File: src/rtl/rhd_pkg.sv
package rhd_pkg;
  localparam int REG_W   = 32;
  localparam int CLR_BIT = 31;

  typedef enum logic [1:0] {
    ACT_HOLD  = 2'd0,
    ACT_STEP  = 2'd1,
    ACT_CLEAR = 2'd2,
    ACT_PARK  = 2'd3
  } cnt_act_e;
endpackage

File: src/rtl/rhd_sync.sv
module rhd_sync #(
  parameter int STAGES = 2
) (
  input  logic clk,
  input  logic rst_n,
  input  logic async_in,
  output logic sync_out
);
  logic [STAGES-1:0] chain;

  generate
    for (genvar g = 0; g < STAGES; g++) begin : g_stage
      if (g == 0) begin : g_first
        always_ff @(posedge clk or negedge rst_n) begin
          if (!rst_n) chain[0] <= 1'b1;
          else        chain[0] <= async_in;
        end
      end else begin : g_next
        always_ff @(posedge clk or negedge rst_n) begin
          if (!rst_n) chain[g] <= 1'b1;
          else        chain[g] <= chain[g-1];
        end
      end
    end
  endgenerate

  assign sync_out = chain[STAGES-1];
endmodule

File: src/rtl/rhd_count.sv
module rhd_count
  import rhd_pkg::*;
#(
  parameter int CNT_W = 29
) (
  input  logic             clk,
  input  logic             rst_n,
  input  logic             pin_low,
  input  logic             clr,
  output logic [CNT_W-1:0] count,
  output logic             at_max,
  output cnt_act_e         act
);
  localparam logic [CNT_W-1:0] FULL = {CNT_W{1'b1}};

  function automatic cnt_act_e pick_act(input logic c, input logic low, input logic full);
    if (c)         return ACT_CLEAR;
    else if (!low) return ACT_HOLD;
    else if (full) return ACT_PARK;
    else           return ACT_STEP;
  endfunction

  function automatic logic [CNT_W-1:0] next_val(input cnt_act_e a, input logic [CNT_W-1:0] cur);
    case (a)
      ACT_CLEAR: return '0;
      ACT_STEP:  return cur + 1'b1;
      default:   return cur;
    endcase
  endfunction

  assign at_max = (count == FULL);
  assign act    = pick_act(clr, pin_low, at_max);

  always_ff @(posedge clk or negedge rst_n) begin
    if (!rst_n) count <= '0;
    else        count <= next_val(act, count);
  end


  sat_hold_chk: assert property (@(posedge clk) disable iff (!rst_n)
    (at_max && pin_low && !clr) |=> (count == FULL));

  clr_zero_chk: assert property (@(posedge clk) disable iff (!rst_n)
    clr |=> (count == '0));

  idle_stable_chk: assert property (@(posedge clk) disable iff (!rst_n)
    (!pin_low && !clr) |=> $stable(count));

  step_one_chk: assert property (@(posedge clk) disable iff (!rst_n)
    (pin_low && !clr && !at_max) |=> (count == $past(count) + 1'b1));
endmodule

File: src/rtl/rhd_regif.sv
module rhd_regif
  import rhd_pkg::*;
#(
  parameter int CNT_W = 29
) (
  input  logic             clk,
  input  logic             rst_n,
  input  logic             wr_en,
  input  logic [REG_W-1:0] wr_data,
  input  logic [CNT_W-1:0] count,
  output logic             clr,
  output logic [REG_W-1:0] rd_data
);
  localparam int PAD_W = REG_W - CNT_W;

  logic unused_wr_bits;
  assign unused_wr_bits = ^wr_data[CLR_BIT-1:0];

  assign clr     = wr_en & wr_data[CLR_BIT];
  assign rd_data = {{PAD_W{1'b0}}, count};


  pad_zero_chk: assert property (@(posedge clk) disable iff (!rst_n)
    rd_data[REG_W-1:CNT_W] == '0);

  no_clr_chk: assert property (@(posedge clk) disable iff (!rst_n)
    (wr_en && !wr_data[CLR_BIT]) |-> !clr);
endmodule

File: src/rtl/rst_hold_timer.sv
module rst_hold_timer
  import rhd_pkg::*;
#(
  parameter int CNT_W       = 29,
  parameter int SYNC_STAGES = 2
) (
  input  logic             clk_ref,
  input  logic             rst_n,
  input  logic             hold_pin_n,
  input  logic             wr_en,
  input  logic [REG_W-1:0] wr_data,
  output logic [REG_W-1:0] rd_data
);
  logic             pin_sync_n;
  logic             pin_low;
  logic             clr;
  logic [CNT_W-1:0] count;
  logic             at_max;
  cnt_act_e         act;

  rhd_sync #(.STAGES(SYNC_STAGES)) u_sync (
    .clk(clk_ref), .rst_n(rst_n), .async_in(hold_pin_n), .sync_out(pin_sync_n)
  );

  assign pin_low = ~pin_sync_n;

  rhd_count #(.CNT_W(CNT_W)) u_count (
    .clk(clk_ref), .rst_n(rst_n), .pin_low(pin_low), .clr(clr),
    .count(count), .at_max(at_max), .act(act)
  );

  rhd_regif #(.CNT_W(CNT_W)) u_regif (
    .clk(clk_ref), .rst_n(rst_n), .wr_en(wr_en), .wr_data(wr_data),
    .count(count), .clr(clr), .rd_data(rd_data)
  );


  clr_wins_chk: assert property (@(posedge clk_ref) disable iff (!rst_n)
    (clr && pin_low) |-> (act == ACT_CLEAR));

  no_wrap_chk: assert property (@(posedge clk_ref) disable iff (!rst_n)
    (at_max && !clr) |=> at_max);
endmodule

File: config.mk
export PLATFORM = sky130hd
export DESIGN_NAME = rst_hold_timer
export DESIGN_NICKNAME = d
export VERILOG_FILES = /design/src/rtl/rhd_pkg.sv /design/src/rtl/rhd_sync.sv /design/src/rtl/rhd_count.sv /design/src/rtl/rhd_regif.sv /design/src/rtl/rst_hold_timer.sv
export SDC_FILE = /design/constraint.sdc
export NUM_CORES = 1
export LEC_CHECK = 0
export BUFFER_PORTS_ARGS = -buffer_cell sky130_fd_sc_hd__buf_4
export CAP_MARGIN = 20
export CELL_PAD_IN_SITES_DETAIL_PLACEMENT = 1
export CELL_PAD_IN_SITES_GLOBAL_PLACEMENT = 1
export CORE_UTILIZATION = 35
export CTS_CLUSTER_DIAMETER = 200
export DETAILED_ROUTE_END_ITERATION = 8
export GPL_TIMING_DRIVEN = 0
export HOLD_SLACK_MARGIN = 0.1
export PLACE_DENSITY = 0.88
export SKIP_CTS_REPAIR_TIMING = 1
export SLEW_MARGIN = 15
export SYNTH_ARGS = -nofsm -noshare
export SYNTH_HDL_FRONTEND = slang
export SYNTH_SLANG_ARGS = --single-unit
File: constraint.sdc
create_clock -name clk_ref -period 4.8 [get_ports clk_ref]
set_input_delay 0 -clock clk_ref [delete_from_list [all_inputs] [get_ports clk_ref]]
set_output_delay 0 -clock clk_ref [all_outputs]
set_load 0.02 [all_outputs]
After elaboration in Yosys (flattened, before gate mapping):

Cells that the tools add are included.

* bits in registers: 31
* bits of input ports: 36
* output and inout port bits: 32
* logic and storage cells: 13

* $add $sub $neg: 1
* equal/unequal tests: 3
* multiplexer cells: 4
* bitwise logic cells: 1
* reduce and logical (&&, ||, !) cells: 1

Operators by type and width (count)
* 29-bit one-hot mux with 2 select lines: 1
* 29-bit by 1-bit adder with 29-bit output (second input constant): 1
* 29-bit equality test (second input constant): 1
* 2-bit two-way mux: 3
* 2-bit by 1-bit equality test with 1-bit output (second input constant): 1
* 2-bit equality test (second input constant): 1
* 2-bit nonzero test: 1
* 1-bit AND: 1

Depth between registers and ports, before layout:

Gate-level depths: netlist of the first run.

* depth in word-level cells: 6
* depth in mapped cells: 12
* depth with buffers taken out: 9

Hierarchy:

A second synthesis of the first run with hierarchy kept.

* cell total of the unflattened synthesis: 227
* area total of the unflattened synthesis: 2005.7 sq um

Modules (own cells, without submodules)
* rhd_count: instances 1, cells an instance 190, area each 1699.1 sq um, sequential area each 725.7 sq um
* rhd_regif: instances 1, cells an instance 34, area each 250.2 sq um, sequential area each 0.0 sq um
* rhd_sync: instances 1, cells an instance 2, area each 52.6 sq um, sequential area each 52.6 sq um
* rst_hold_timer: instances 1, cells an instance 1, area each 3.8 sq um, sequential area each 0.0 sq um

Worst setup path before layout of the first run:

OpenSTA, ideal clock, no wires.

* path type: register -> register
* start point: register u_count.count[9]
* end point: register u_count.count[19]
* library setup time: 78 ps
* data arrival time: 3526 ps
* required time: 4722 ps
* path slack: 1196 ps
* cell stages (with the launch flop): 12
* path buffers: 3
* clock period less this slack: 3604 ps
* path through: dfrtp_1 -> buf_6 -> nand3_2 -> or4_4 -> buf_6 -> or4_4 -> o31a_1 -> ha_1 -> or3_1 -> clkbuf_1 -> or3_2 -> a21oi_1

* longest elaborated chain between the ends: 6
* elaborated cells on any way between the ends: 9
* classes of those cells: 1 x add/sub; 3 x eq/ne; 4 x mux; 1 x reduce/logical

RTL lines
* start: declaration: RTL line rhd_count.sv:10 `output logic [CNT_W-1:0] count,`
* start signal: assignment: RTL line rhd_count.sv:36 `else count <= next_val(act, count);`
* branches (longest 6 deep; another with 29-bit by 1-bit adder with 29-bit output)

Several ways; the timed one is not identified.
A chain may end at the register's enable or synchronous reset.

Worst setup path after layout of the first run:

* start point: register u_count.count[12]
* end point: register u_count.count[13]

Same word-level chain as after synthesis.

==> impl_metrics.ini, run 1 <==
[power_and_ir_drop]
power_leakage_nw = 1.031
ir_worst_vdd_v = 0.0001414
power.density_nw_per_um2 = 243.9

[logic_synthesis]
synthArstFlopShare_pct = 100.0
synth_seq_cells = 31
synthXorXnorAreaFrac_pct = 2.461
synthFlopType = dfrtp_1
syn_area_per_cell_um2 = 9.267
seq_area_frac_synth_pct = 43.74
synth-simple-area-share_pct = 27.85
synthMuxAreaShare_pct = 0.5626
synth.cell_area_um2 = 1779
yosysUniqueCellTypes = 48
synth_compound_area_share_pct = 18.92
synth_fa_ha_area_share_pct = 1.406
yosys_warnings = 0
synth_top_family_by_area = simple AND/OR/NAND/NOR gates
synth_edf_count = 0
synthCells = 192

[timing]
timing.final.max_slew_violations = 0
finalCritPeriodShare_pct = 81.62
finalSetupViolations = 0
relSlewSlack_pct = 38.86
tns_ns = 0
fin_skew_ns = 0.007952
fmax_mhz = 255.2
min_period_ns = 3.918
rsz0062_at_grt = false
finalHoldViolCount = 0
tightest_slew_ns = 0.9095

[worst_setup_path]
crit_top_cell = or4_4
critPathBufInv = 1
r2r_start = u_count.count[12]
startpoint_type = flop
critPathMaxStageDelay_ns = 0.84
crit_type = flop to flop
cp-end-kind = flop
cp_max_fo = 10
crit_path_cell_trace = nand4_2 > or4_4 > buf_6 > or4_4 > o31a_1 > ha_1 > nor4_2 > a31oi_1 > a41o_2
cp_top_family = simple AND/OR/NAND/NOR gates
cp.required_ns = 4.99
cp.arrival_ns = 4.11
critPathLaunch = u_count.count[12]
slowest_stage = nor4_2

[placed_design]
dp_hpwl_um = 3393
gp_routability_congestion = 0.8254
numPortBuffers = 33
placed_cells = 294

[die]
num_rows = 25
die_w_um = 73.30
core_area_um2 = 4817
initial_utilization_pct = 36.94
io_pins = 68
dieHeight_um = 73.30
dieArea_um2 = 5373

[run_status]
status = completed

[final_layout]
num-fill-cells = 597
drive_above_1_share_pct = 24.58
diodes = 0
final_common_cell = buf_4
fin_nets = 274
stdcell_count = 303
synthToLayoutAreaGrowth_pct = 25.11
mostFrequentLayoutCells = 36 x buf_4, 29 x dfrtp_1, 25 x nand2_1, 17 x nor2_1, 8 x clkbuf_1

[drt]
antenna_left = 0
avgViaCountPerCell = 5.571
wire_per_inst_um = 15.96
drcViolationCount = 0
wirelength_um = 4836
dr.pass1.iters = 4
drtIter0Drc = 75
vias = 1688

[clock_tree]
cts_root_buf = clkbuf_8
cts_sinks = 31
clock_path_buffers = 2
tritoncts = done
clkTransAtPathRegs_ns = 0.07
htreeDepth = 2
numCtsBuffers = 5
clkLatencyLatePin_ns = 0.29

[grt]
grt_pass1_wl_um = 7672
antenna_found_initial = 0
grt_usage_pct = 19.16
grt_overflow = 0
grt_pass1_vias = 1627
grt_max_degree = 32

[min_path]
min_path_type = input port to asynchronous set/reset pin

[flow_run]
max_cap_violations = 0
path summary, 6_finish.rpt:
kind | endpoint | slack, ns | cells past startpoint
max in group asynchronous | u_sync.chain[0] | 4.28 | 2
min reg2reg | u_sync.sync_out | 0.35 | 0
min | u_count.count[28] | 0.19 | 2
max | u_count.count[13] | 0.88 | 9
min in group clk_ref | u_sync.sync_out | 0.35 | 0
max reg2reg | u_count.count[13] | 0.88 | 9
power breakdown:
group	switching (mW)	internal (mW)	leakage [nW]
sequential	0.00412	0.265	0.425
combinational	0.0395	0.0189	0.558
clock	0.103	0.112	0.0470
synthesized netlist by cell type (4+ instances only):
cell type / number / share of area (%)
o21ai_0: 7 / 2.0
and3_1: 4 / 1.4
a41o_1: 6 / 3.4
nand3_1: 6 / 1.7
dfrtp_1: 29 / 41
o31ai_1: 4 / 1.7
nor3_1: 5 / 1.4
nor2_1: 17 / 3.6
nand2_1: 25 / 5.3
nand4_1: 4 / 1.4
a31oi_1: 7 / 2.5
xnor2_1: 5 / 2.5
a21oi_1: 4 / 1.1
nand2b_1: 5 / 1.8
clkbuf_1: 8 / 1.7
kinds of logic after synthesis:
kind of cell,Yosys count
simple gates,91
other cells,1
flops,31
fa+ha+maj,2
buf+inv,16
xor+xnor,5
mux,1
compound gates,45
final cells by class:
class | instances | area [um^2] | area share [%]
plain buffers | 14 | 78.83 | 3.541
clock buffers | 6 | 82.58 | 3.710
clock inverters | 1 | 5.005 | 0.2248
inverters | 2 | 7.507 | 0.3373
multi-input cells | 147 | 922.1 | 41.43
flip-flops and latches | 31 | 778.2 | 34.96
well taps | 67 | 83.83 | 3.766
repair buffers | 35 | 267.8 | 12.03
worst register-to-register path, stage by stage (launching register included):
cell	delay, ns
dfrtp_1	0.50
nand4_2	0.20
or4_4	0.55
buf_6	0.15
or4_4	0.53
o31a_1	0.25
ha_1	0.36
nor4_2	0.84
a31oi_1	0.18
a41o_2	0.25
flip-flops by register name, summed over array words and instances, names as in the netlist:
| register | count |
|---|---|
| u_sync.sync_out | 1 |
| u_sync.chain | 1 |
| u_count.count | 29 |
metal layers:
| metal | global-route usage [%] | routed length [um] | part of all wire (%) |
|---|---|---|---|
| met3 | 4.527 | 181 | 3.7 |
| met1 | 24.59 | 2260 | 47 |
| met2 | 32.10 | 2334 | 48 |
| met4 | 5.769 | 59 | 1.2 |
| met5 | 0 | 0 | 0 |
per-stage QoR:
stage          utilization [%]  instance area, um^2  setup WS, ns  power, mW  hold slack [ns]
2_1_floorplan                -                 1787         1.196     0.3073          -0.2956
3_3_place_gp             43.97                 2118        0.9543     0.3297         -0.03636
3_5_place_dp             43.97                 2118        0.8836     0.3315         -0.03214
4_1_cts                  45.79                 2206        0.8488     0.5477          -0.3529
5_1_grt                  46.21                 2226        0.6726     0.5634           0.2179
6_report                 46.21                 2226        0.8822     0.5429           0.1903
Power figures use the tool's default switching activity.
==> inputs of run 2 (changes only) <==
--- a/config.mk
+++ b/config.mk
@@ -9,12 +9,12 @@
 export CAP_MARGIN = 20
 export CELL_PAD_IN_SITES_DETAIL_PLACEMENT = 1
 export CELL_PAD_IN_SITES_GLOBAL_PLACEMENT = 1
-export CORE_UTILIZATION = 35
+export CORE_UTILIZATION = 32
 export CTS_CLUSTER_DIAMETER = 200
 export DETAILED_ROUTE_END_ITERATION = 8
 export GPL_TIMING_DRIVEN = 0
 export HOLD_SLACK_MARGIN = 0.1
-export PLACE_DENSITY = 0.88
+export PLACE_DENSITY = 0.85
 export SKIP_CTS_REPAIR_TIMING = 1
 export SLEW_MARGIN = 15
 export SYNTH_ARGS = -nofsm -noshare
==> constraint.sdc (replaced) <==
create_clock -name clk_ref -period 3.5 [get_ports clk_ref]
set_input_delay 0 -clock clk_ref [delete_from_list [all_inputs] [get_ports clk_ref]]
set_output_delay 0 -clock clk_ref [all_outputs]
set_load 0.02 [all_outputs]
==> run 2 against run 1 <==
Via count is 1.6% higher. Non-clock buffer count is 6 higher. Core utilization is 0.72 points lower. Sequential power is 38% higher.
==> impl_metrics.ini, run 2 (synthesis results as in run 1) <==
[grt]
grt_pass1_vias = 1681
grt_overflow = 0
antenna_found_initial = 0
grt_max_degree = 32
grt_usage_pct = 18.71
grt_pass1_wl_um = 8528

[drt]
dr.pass1.iters = 4
drcViolationCount = 0
wirelength_um = 5217
avgViaCountPerCell = 5.479
antenna_left = 0
drtIter0Drc = 100
vias = 1715
wire_per_inst_um = 16.67

[final_layout]
synthToLayoutAreaGrowth_pct = 33.90
drive_above_1_share_pct = 35.80
regArea_um2 = 789.5
diodes = 0
largest_reg_flops = 29
mostFrequentLayoutCells = 46 x buf_4, 25 x nand2_1, 20 x dfrtp_1, 16 x nor2_1, 9 x dfrtp_2
multi_input_area_um2 = 992.2
regMostFlops = u_count.count
fin_area_um2 = 2382
fin_nets = 280
final_common_cell = buf_4
num-fill-cells = 618

[placed_design]
numPortBuffers = 33
dp_hpwl_um = 3592
gp_routability_congestion = 0.7870
placed_area_um2 = 2141

[die]
die_w_um = 76.57
dieHeight_um = 76.57
core_area_um2 = 5238
initial_utilization_pct = 33.97
io_pins = 68
dieArea_um2 = 5862
num_rows = 26

[clock_tree]
tritoncts = done
cts_root_buf = clkbuf_8
htreeDepth = 2
clkTransAtPathRegs_ns = 0.06
clkLatencyLatePin_ns = 0.29
cts_sinks = 31
clock_path_buffers = 2
numCtsBuffers = 5

[timing]
finalSetupViolations = 0
fin_skew_ns = 0.004713
tightest_slew_ns = 0.8494
timing.final.max_slew_violations = 0
finalHoldViolCount = 0
min_period_ns = 3.449
finalCritPeriodShare_pct = 98.55
holdWs_ns = 0.1843
fmax_mhz = 289.9
relSlewSlack_pct = 42.90

[run_status]
status = completed

[worst_setup_path]
crit_type = flop to flop
cp.arrival_ns = 3.62
startpoint_type = flop
cp_max_fo = 10
cp.required_ns = 3.67
cp-end-kind = flop

[power_and_ir_drop]
ir_worst_vdd_v = 0.0001741
power.density_nw_per_um2 = 324.7
power_leakage_nw = 1.104

[flow_run]
max_cap_violations = 0

[min_path]
min_path_type = input port to asynchronous set/reset pin
run 2: stage by stage:
step | worst slack (ns) | setup TNS, ns | total power [mW] | std cells | util (%)
finish | 0.05084 | 0 | 0.7736 | 313 | 45.48
global route | -0.1038 | -0.1038 | 0.8048 | 313 | 45.48
CTS | -0.2617 | -2.818 | 0.7780 | 305 | 42.79
detailed placement | -0.2252 | -2.445 | 0.4584 | 297 | 40.87
global placement | -0.1767 | -1.185 | 0.4558 | 297 | 40.87
floorplan | 0.02468 | 0 | 0.4237 | 194 | -
run 2: power by group:
| group | total [mW] | internal, mW | switching (mW) |
|---|---|---|---|
| sequential | 0.370 | 0.364 | 0.00593 |
| combinational | 0.0877 | 0.0296 | 0.0581 |
| clock | 0.316 | 0.179 | 0.137 |
| total | 0.774 | 0.573 | 0.201 |
run 2: cell type report:
cell class | instances | share of cell area (%)
flip-flops and latches | 31 | 33.14
inverters | 2 | 0.3151
plain buffers | 10 | 2.626
clock buffers | 8 | 4.202
well taps | 70 | 3.676
repair buffers | 45 | 14.39
multi-input cells | 147 | 41.65
run 2: metal layers:
metal  global-route usage, %  up-vias  wire, um
met5                       0        -         0
met4                   5.769        0        73
met3                   3.593        7       155
met2                   32.43       28      2613
met1                   23.35      865      2375
li1                        -      815         -
run 2: final timing paths:
path,startpoint,to,slack [ns],cells after the start
max,u_count.count[12],u_count.count[12],0.05,10
min,rst_n,u_count.count[13],0.18,2
max reg2reg,u_count.count[12],u_count.count[12],0.05,10
min reg2reg,u_sync.chain[0],u_sync.sync_out,0.36,0
max in group asynchronous,rst_n,u_sync.sync_out,2.98,2
min in group clk_ref,u_sync.chain[0],u_sync.sync_out,0.36,0
run 2: critical path, stage by stage (launching register included):
cell and delay (ns):
dfrtp_2 0.43, nand4_2 0.17, or4_4 0.57, or4_4 0.56, o31a_1 0.35, ha_4 0.28
buf_2 0.21, nand4b_1 0.19, nor4_1 0.33, xnor2_1 0.18, nor2_1 0.05
